### src/rtl/gei_pkg.sv
package gei_pkg;
    localparam int ADDR_W = 3;

    // Register addresses
    typedef enum logic [ADDR_W-1:0] {
        REG_RISE_EN = 3'd0,
        REG_FALL_EN = 3'd1,
        REG_RISE_WK = 3'd2,
        REG_FALL_WK = 3'd3,
        REG_PEND    = 3'd4,
        REG_ACK     = 3'd5,
        REG_LEVEL   = 3'd6
    } gei_reg_e;
endpackage

### src/rtl/gei_edge_det.sv
module gei_edge_det #(
    parameter int N           = 32,
    parameter int SYNC_STAGES = 2
) (
    input  logic         clk,
    input  logic         rst_n,
    input  logic [N-1:0] pins_i,
    output logic [N-1:0] level_o,
    output logic [N-1:0] rise_o,
    output logic [N-1:0] fall_o
);
    localparam int LAST = SYNC_STAGES - 1;

    typedef struct packed {
        logic [SYNC_STAGES-1:0][N-1:0] chain;
        logic [N-1:0]                  prev;
    } edge_st_t;

    edge_st_t st_d, st_q;

    always_comb begin
        st_d          = st_q;
        st_d.chain[0] = pins_i;
        for (int s = 1; s < SYNC_STAGES; s++) begin
            st_d.chain[s] = st_q.chain[s-1];
        end
        st_d.prev = st_q.chain[LAST];
    end

    always_ff @(posedge clk or negedge rst_n) begin
        if (!rst_n) st_q <= '0;
        else        st_q <= st_d;
    end

    assign level_o = st_q.chain[LAST];
    assign rise_o  = st_q.chain[LAST] & ~st_q.prev;
    assign fall_o  = ~st_q.chain[LAST] & st_q.prev;

    // an edge indication never lasts two cycles on the same pin
    a_r9_rise_one_cycle: assert property (@(posedge clk) disable iff (!rst_n)
        (|rise_o) |=> ((rise_o & $past(rise_o)) == '0));
    a_r9_fall_one_cycle: assert property (@(posedge clk) disable iff (!rst_n)
        (|fall_o) |=> ((fall_o & $past(fall_o)) == '0));
endmodule

### src/rtl/gei_cfg_regs.sv
module gei_cfg_regs
    import gei_pkg::*;
#(
    parameter int N = 32
) (
    input  logic              clk,
    input  logic              rst_n,
    input  logic              wr_en,
    input  logic [ADDR_W-1:0] addr,
    input  logic [N-1:0]      wr_data,
    input  logic [N-1:0]      pend_i,
    input  logic [N-1:0]      level_i,
    output logic [N-1:0]      rise_en_o,
    output logic [N-1:0]      fall_en_o,
    output logic [N-1:0]      rise_wk_o,
    output logic [N-1:0]      fall_wk_o,
    output logic [N-1:0]      ack_o,
    output logic [N-1:0]      rd_data
);
    typedef struct packed {
        logic [N-1:0] rise_en;
        logic [N-1:0] fall_en;
        logic [N-1:0] rise_wk;
        logic [N-1:0] fall_wk;
    } cfg_st_t;

    cfg_st_t  cfg_d, cfg_q;
    gei_reg_e sel;

    assign sel = gei_reg_e'(addr);

    always_comb begin
        cfg_d = cfg_q;
        if (wr_en) begin
            case (sel)
                REG_RISE_EN: cfg_d.rise_en = wr_data;
                REG_FALL_EN: cfg_d.fall_en = wr_data;
                REG_RISE_WK: cfg_d.rise_wk = wr_data;
                REG_FALL_WK: cfg_d.fall_wk = wr_data;
                default:     cfg_d = cfg_q;
            endcase
        end
    end

    always_ff @(posedge clk or negedge rst_n) begin
        if (!rst_n) cfg_q <= '0;
        else        cfg_q <= cfg_d;
    end

    always_comb begin
        ack_o = '0;
        if (wr_en && sel == REG_ACK) ack_o = wr_data;
    end

    always_comb begin
        case (sel)
            REG_RISE_EN: rd_data = cfg_q.rise_en;
            REG_FALL_EN: rd_data = cfg_q.fall_en;
            REG_RISE_WK: rd_data = cfg_q.rise_wk;
            REG_FALL_WK: rd_data = cfg_q.fall_wk;
            REG_PEND:    rd_data = pend_i;
            REG_LEVEL:   rd_data = level_i;
            default:     rd_data = '0;
        endcase
    end

    assign rise_en_o = cfg_q.rise_en;
    assign fall_en_o = cfg_q.fall_en;
    assign rise_wk_o = cfg_q.rise_wk;
    assign fall_wk_o = cfg_q.fall_wk;

    // an enable register changes only through a write to its own address
    a_r10_rise_en_written: assert property (@(posedge clk) disable iff (!rst_n)
        !(wr_en && sel == REG_RISE_EN) |=> $stable(rise_en_o));
endmodule

### src/rtl/gei_pend.sv
module gei_pend #(
    parameter int N = 32
) (
    input  logic         clk,
    input  logic         rst_n,
    input  logic [N-1:0] rise_i,
    input  logic [N-1:0] fall_i,
    input  logic [N-1:0] rise_en_i,
    input  logic [N-1:0] fall_en_i,
    input  logic [N-1:0] rise_wk_i,
    input  logic [N-1:0] fall_wk_i,
    input  logic [N-1:0] ack_i,
    output logic [N-1:0] pend_o,
    output logic         irq_o,
    output logic         wake_o
);
    typedef struct packed {
        logic [N-1:0] pend;
        logic         wake;
    } pend_st_t;

    pend_st_t     st_d, st_q;
    logic [N-1:0] set_vec;
    logic [N-1:0] wk_vec;

    for (genvar i = 0; i < N; i++) begin : g_bit
        assign set_vec[i] = (rise_i[i] & rise_en_i[i]) | (fall_i[i] & fall_en_i[i]);
        assign wk_vec[i]  = (rise_i[i] & rise_wk_i[i]) | (fall_i[i] & fall_wk_i[i]);
    end

    always_comb begin
        st_d      = st_q;
        st_d.pend = (st_q.pend & ~ack_i) | set_vec;  // new edge beats ack
        st_d.wake = |wk_vec;
    end

    always_ff @(posedge clk or negedge rst_n) begin
        if (!rst_n) st_q <= '0;
        else        st_q <= st_d;
    end

    assign pend_o = st_q.pend;
    assign irq_o  = |st_q.pend;
    assign wake_o = st_q.wake;

    // an acknowledged bit without a new edge is clear next cycle
    a_r4_ack_clears: assert property (@(posedge clk) disable iff (!rst_n)
        1'b1 |=> ((pend_o & $past(ack_i & ~set_vec)) == '0));
    // an enabled edge always leaves its bit pending, even with an ack
    a_r5_edge_wins: assert property (@(posedge clk) disable iff (!rst_n)
        1'b1 |=> ((pend_o & $past(set_vec)) == $past(set_vec)));
    // a pending bit falls only when acknowledged
    a_r8_sticky_pend: assert property (@(posedge clk) disable iff (!rst_n)
        1'b1 |=> ((($past(pend_o) & ~pend_o) & ~$past(ack_i)) == '0));
    // a pending bit rises only from an enabled edge
    a_r2_no_spurious: assert property (@(posedge clk) disable iff (!rst_n)
        1'b1 |=> (((pend_o & ~$past(pend_o)) & ~$past(set_vec)) == '0));
endmodule

### src/rtl/gpio_edge_irq_unit.sv
module gpio_edge_irq_unit
    import gei_pkg::*;
#(
    parameter int N           = 32,
    parameter int SYNC_STAGES = 2
) (
    input  logic              clk,
    input  logic              rst_n,
    input  logic [N-1:0]      pins_i,
    input  logic              wr_en,
    input  logic [ADDR_W-1:0] addr,
    input  logic [N-1:0]      wr_data,
    output logic [N-1:0]      rd_data,
    output logic              irq_o,
    output logic              wake_o
);
    logic [N-1:0] level, rise, fall;
    logic [N-1:0] rise_en, fall_en, rise_wk, fall_wk, ack, pend;

    gei_edge_det #(.N(N), .SYNC_STAGES(SYNC_STAGES)) u_edge (
        .clk(clk), .rst_n(rst_n), .pins_i(pins_i),
        .level_o(level), .rise_o(rise), .fall_o(fall)
    );

    gei_cfg_regs #(.N(N)) u_cfg (
        .clk(clk), .rst_n(rst_n), .wr_en(wr_en), .addr(addr), .wr_data(wr_data),
        .pend_i(pend), .level_i(level),
        .rise_en_o(rise_en), .fall_en_o(fall_en),
        .rise_wk_o(rise_wk), .fall_wk_o(fall_wk),
        .ack_o(ack), .rd_data(rd_data)
    );

    gei_pend #(.N(N)) u_pend (
        .clk(clk), .rst_n(rst_n), .rise_i(rise), .fall_i(fall),
        .rise_en_i(rise_en), .fall_en_i(fall_en),
        .rise_wk_i(rise_wk), .fall_wk_i(fall_wk),
        .ack_i(ack), .pend_o(pend), .irq_o(irq_o), .wake_o(wake_o)
    );

    // the interrupt line follows the pending register seen by the read port
    a_r6_irq_matches: assert property (@(posedge clk) disable iff (!rst_n)
        (wr_en == 1'b0 && addr == REG_PEND) |-> (irq_o == (rd_data != '0)));
endmodule

### config.mk
export PLATFORM = sky130hd
export DESIGN_NAME = gpio_edge_irq_unit
export DESIGN_NICKNAME = d
export VERILOG_FILES = /design/src/rtl/gei_pkg.sv /design/src/rtl/gei_edge_det.sv /design/src/rtl/gei_cfg_regs.sv /design/src/rtl/gei_pend.sv /design/src/rtl/gpio_edge_irq_unit.sv
export SDC_FILE = /design/constraint.sdc
export NUM_CORES = 1
export LEC_CHECK = 0
export ABC_AREA = 1
export ABC_CLOCK_PERIOD_IN_PS = 2640
export BUFFER_PORTS_ARGS = -buffer_cell sky130_fd_sc_hd__buf_2
export CORE_AREA = 2 2 157 159
export CTS_CLUSTER_DIAMETER = 80
export DETAILED_ROUTE_END_ITERATION = 8
export DIE_AREA = 0 0 159 161
export GPL_TIMING_DRIVEN = 0
export PLACE_DENSITY_LB_ADDON = 0.08
export SLEW_MARGIN = 20
export SYNTH_ARGS = -nofsm -noshare
export SYNTH_HDL_FRONTEND = slang
export SYNTH_SLANG_ARGS = --single-unit
### constraint.sdc
create_clock -name clk -period 2.64 [get_ports clk]
set_input_delay 0.396 -clock clk [delete_from_list [all_inputs] [get_ports clk]]
set_output_delay 0.396 -clock clk [all_outputs]
set_load 0.05 [all_outputs]
==> results of run 1 <==
-- cells by family after synthesis --
kind of cell           synth area share, %
buffers and inverters                 7.27
DFF                                   60.5
and+or+nand+nor                       20.8
AOI/OAI and AO/OA                     11.4
-- synthesized netlist by cell type --
cell	count
dfrtp_1	257
nand2_1	220
nand3_1	186
inv_1	146
o21ai_0	112
o21ai_1	67
nand4_1	44
a22oi_1	32
buf_2	26
clkbuf_1	21
nor2_1	17
o22ai_1	8
nor4_1	6
a21oi_1	4
inv_2	3
nand2_2	3
nor3_4	2
buf_1	1
nand2_4	1
nor2_4	1
nor3_1	1
-- worst max-delay path, stage by stage --
cell and delay, ps:
buf_2 150, nor2_4 380, nand2_1 120, inv_2 180
clkbuf_2 380, nand2_1 90, nand4_1 180, buf_2 300
-- how the worst max path moves through the flow --
stage	slack [ps]	endpoint	startpoint	cells past startpoint
after detailed placement	-370	rd_data[17]	addr[0]	8
after global placement	-3610	u_cfg.rise_wk_o[9]	rst_n	1
after CTS	20	rd_data[14]	addr[0]	8
final	50	rd_data[31]	addr[0]	8
after floorplan	660	rd_data[15]	addr[1]	7
after global routing	10	rd_data[11]	addr[2]	8
-- per-stage QoR --
stage                     area (um2)  utilization, %  TNS [ps]  std cells
final                          12900            53.8         0       1670
after global routing           12900            53.8         0       1670
after CTS                      12900            53.7         0       1670
after detailed placement       11600            48.5     -5870       1587
after global placement         11500            48.1   -924280       1584
after floorplan                10600               -         0       1158
-- power breakdown --
group	total (mW)	switching (mW)	leakage, nW	internal [mW]
sequential	4.93	0.452	3.05	4.48
combinational	1.53	1.03	2.64	0.506
clock	3.86	1.57	0.454	2.29
-- metal layers --
metal / global-route usage [%] / vias to the layer above / wire, um
li1: - / 4230 / -
met1: 36.5 / 4523 / 14500
met2: 43.7 / 331 / 16000
met3: 4.31 / 64 / 2250
met4: 8.26 / 0 / 1040
met5: 0.947 / - / 0
-- state kept, by name, indices dropped and copies added, names as in the netlist --
| signal | count |
|---|---|
| u_cfg.rise_en_o | 32 |
| u_edge.st_d | 32 |
| u_cfg.fall_wk_o | 32 |
| u_edge.st_q | 32 |
| u_pend.wake_o | 1 |
| u_cfg.rise_wk_o | 32 |
| u_cfg.fall_en_o | 32 |
| u_edge.level_o | 32 |
| u_pend.pend_o | 32 |
-- area by class of cell --
cell class | count | area (um2)
buffer | 48 | 228
clock buffer | 43 | 848
clock inverter | 7 | 60.1
fill | 2275 | 11100
inverter | 149 | 559
multi-input combinational | 704 | 3420
sequential | 257 | 6430
tap | 324 | 405
timing repair buffer | 138 | 933
-- timing repair --
item | in CTS | in global routing
gates resized for setup | 8 | 6
endpoints found under the setup margin | 30 | 8
hold endpoints to repair | 76 | 0
hold buffers | 33 | 0
cloned | 0 | 0
==> results.cfg, run 1 <==
[grt]
grt_pass1_vias = 8932
grt_pass1_wl_mm = 51.8
grt_overflow = 0
grt_max_degree = 90
grt_usage_pct = 26.6
grt_antenna_before_repair = 0

[yosys]
yosys.area.top_type_share_pct = 60.5
ys_top_cells_by_area = dfrtp_1, nand3_1, nand2_1
synthCells = 1158
syn_area_per_cell_um2 = 9.17
synth.distinct_cells = 21
syn-num-nets = 1228
syn_area_mm2 = 0.0106
yosysTopAreaCell = dfrtp_1
synth_seq_cells = 257
yosys_warnings = 0
ys_seq_area_share_pct = 60.5

[placed_design]
io_buffers = 102
pre_cts_ws_ps = -372
dp_hpwl_mm = 22.5
place_congestion = 0.889

[floorplanning]
start_util_pct = 44.3
core.rowCount = 57
die_h_um = 161
coreArea_mm2 = 0.0240
io_pins = 104
die_x_um = 159
dieArea_mm2 = 0.0256

[worst_setup_path]
end_kind = output port
worstPathArrival_ps = 2200
r2r-end = u_pend.wake_o
worstPathMaxFanout = 10
r2r-start = u_edge.level_o[18]
path_class = input port to output port
r2r_cells = 9
crit_required_ps = 2240
start_kind = input port
r2r_slack_ps = 1250

[clock_tree]
cts.sinks = 257
numCtsBuffers = 28
cts_htree_levels = 1
path_clk_slew_ps = 60
clockBufferDepth = 3
post_cts_buffers = 0
worst_skew_pair.late_latency_ps = 550
cts_tree = built
root_buffer = clkbuf_16

[detailed_routing]
post_drt_wl_per_cell_um = 20.2
wirelength_mm = 33.8
drc_errors = 0
vias = 9148
ant_nets = 0
dr.first_iter.drc_count = 840
drt-pass1-iter-count = 7
via_per_inst = 5.48

[sta]
fin_ws_ps = 48.8
fin_crit_sh_pct = 98.2
max_freq_mhz = 386
finClkSkew_ps = 23.3
setup_viol = 0
hold_viol = 0
relSlewSlack_pct = 47.8
rsz0062_at_grt = false
worst_pin_slew_ps = 783
timing.hold.ws_ps = 160
slew_violations = 0
finalCriticalPeriod_ps = 2590

[worst_hold_path]
min_delay_path_depth = 3
hold_class = input port to register
holdPathEnd = u_cfg.rise_en_o[18]
hold_start = wr_data[18]

[layout]
syn2layout_area_growth_pct = 21.3
diodes = 0
layout_commonest_cell = dfrtp_1
drive_above_1_share_pct = 14.4
mostFrequentLayoutCells = dfrtp_1, nand2_1, nand3_1, inv_1, buf_2
nNetsFinal = 1396

[flow_run]
cap_viol_max_count = 0

[pwr]
p_total_mw = 10.3
total_leakage_power_nw = 6.14
ir_drop_v = 0.000483
p_per_area_mw_per_mm2 = 801

[status]
status = complete, no violations
Note: power is estimated with default switching activity, not from simulation.
==> run 2: changes to the inputs <==
Settings changed: ABC_CLOCK_PERIOD_IN_PS 2640 to 2840, CELL_PAD_IN_SITES_DETAIL_PLACEMENT set to 1, CELL_PAD_IN_SITES_GLOBAL_PLACEMENT set to 1.
Clock period 2.64 ns to 2.84 ns, I/O delays scaled along.
==> results.cfg, run 2 (synthesis gave the netlist of run 1 again) <==
[layout]
layout_commonest_cell = dfrtp_1
post-route-util_pct = 53.9
diodes = 0
syn2layout_area_growth_pct = 21.7
drive_above_1_share_pct = 14.4
mostFrequentLayoutCells = dfrtp_1, nand2_1, nand3_1, inv_1, buf_2
nNetsFinal = 1397

[worst_setup_path]
r2r-end = u_pend.wake_o
crit_path_max_incr_delay_ps = 680
r2r-start = u_edge.level_o[20]
crit_chain = buf_2, inv_1, nor3_4, clkbuf_1, a22oi_1, nand4_1, buf_2
r2r_cells = 9
crit_buf_inv = 4
crit_start = addr[1]
crit_top_cell = buf_2
critical_path.slowest_cell = clkbuf_1
path_class = input port to output port
end_kind = output port
worstPathArrival_ps = 2370
cp.depth = 7
crit_family = buffers and inverters
start_kind = input port
setup.worst_path.end = rd_data[14]
r2r_slack_ps = 1500
crit_required_ps = 2410
worstPathMaxFanout = 10

[sta]
worst_pin_slew_ps = 841
finClkSkew_ps = 8.12
fin_crit_sh_pct = 98.4
rsz0062_at_grt = false
fin_ws_ps = 46.2
max_freq_mhz = 358
finalCriticalPeriod_ps = 2790
setup_viol = 0
relSlewSlack_pct = 44.0
hold_viol = 0
timing.hold.ws_ps = 203
slew_violations = 0
fin_setup_tns_ps = 0

[worst_hold_path]
hold_class = input port to register
min_delay_path_depth = 3
hold_start = wr_data[2]

[pwr]
p_clk_share_pct = 38.3
combPwrFrac_pct = 14.9
ir_drop_v = 0.000571
power_switching_share_pct = 30.1
seqPwrFrac_pct = 46.8
p_total_mw = 9.80
p_sw_mw = 2.95
internal_power_mw = 6.85
p_per_area_mw_per_mm2 = 759
total_leakage_power_nw = 6.15

[floorplanning]
core.rowCount = 57
die_x_um = 159
dieArea_mm2 = 0.0256
coreArea_mm2 = 0.0240
die_h_um = 161
io_pins = 104
start_util_pct = 44.3

[grt]
grt_antenna_before_repair = 0
grt_overflow = 0
grt_usage_pct = 29.1
grt_pass1_wl_mm = 57.2
grt_max_degree = 94
grt_pass1_vias = 9880

[clock_tree]
worst_skew_pair.late_latency_ps = 550
post_cts_buffers = 0
path_clk_slew_ps = 50
cts.sinks = 257
root_buffer = clkbuf_16
cts_tree = built
cts_htree_levels = 1
numCtsBuffers = 29
clockBufferDepth = 3

[detailed_routing]
via_per_inst = 5.55
post_drt_wl_per_cell_um = 22.0
vias = 9287
drt-pass1-iter-count = 5
dr.first_iter.drc_count = 587
drc_errors = 0
wirelength_mm = 36.8
ant_nets = 0

[placed_design]
pre_cts_ws_ps = -127
dp_hpwl_mm = 24.5
io_buffers = 102
place_congestion = 0.872

[status]
status = complete, no violations

[flow_run]
cap_viol_max_count = 0
[run 2: cell types whose count changed in the layout (fill, tap and decap cells not counted)]
cell / delta
clkbuf_1: +2
clkbuf_4: -1
inv_6: +2
clkbuf_8: +3
clkinv_2: -1
clkinvlp_4: +1
clkbuf_2: -4
[run 2: routing by layer]
layer | wire (um) | vias to the layer above | global-route usage (%)
li1 | - | 4216 | -
met2 | 18500 | 271 | 51.5
met1 | 15400 | 4750 | 37.5
met4 | 971 | 0 | 8.68
met3 | 1800 | 50 | 3.83
met5 | 0 | - | 0
[run 2: power groups by stage]
stage | combinational [mW] | clock, mW | sequential (mW)
after floorplan | 0.951 | 0 | 4.50
after global placement | 1.36 | 0 | 4.62
after detailed placement | 1.42 | 0 | 4.63
after CTS | 1.47 | 3.79 | 4.58
after global routing | 1.63 | 3.95 | 4.65
final | 1.46 | 3.75 | 4.59
[run 2: timing repair]
item / CTS / global route
resized for setup: 3 / 5
endpoints found under the hold margin: 63 / 0
setup endpoints to repair: 22 / 11
hold buffers: 33 / 0
[run 2: how the worst min path moves through the flow]
stage                                to  slack, ps
floorplan            u_cfg.fall_en_o[0]        130
global placement     u_edge.level_o[11]        330
detailed placement      u_edge.st_q[30]        300
CTS                  u_cfg.fall_wk_o[7]        190
global route        u_cfg.rise_en_o[15]        210
finish               u_cfg.fall_wk_o[2]        200
[run 2: stage by stage]
stage / cells / instance area, um2
2_1_floorplan: 1158 / 10600
3_3_place_gp: 1584 / 11500
3_5_place_dp: 1587 / 11600
4_1_cts: 1672 / 12900
5_1_grt: 1672 / 12900
6_report: 1672 / 12900
[run 2: final cells by class]
type                       count  area, um2
timing repair buffer         138        933
fill                        2825      11000
inverter                     149        559
multi-input combinational    704       3420
buffer                        48        219
sequential                   257       6430
clock inverter                 9       80.1
tap                          324        405
clock buffer                  43        878
[run 2: worst min-delay path, delay by kind of cell]
family / cells / cell delay [ps]
buffers and inverters: 2 / 140
AO/OA/AOI/OAI: 1 / 130
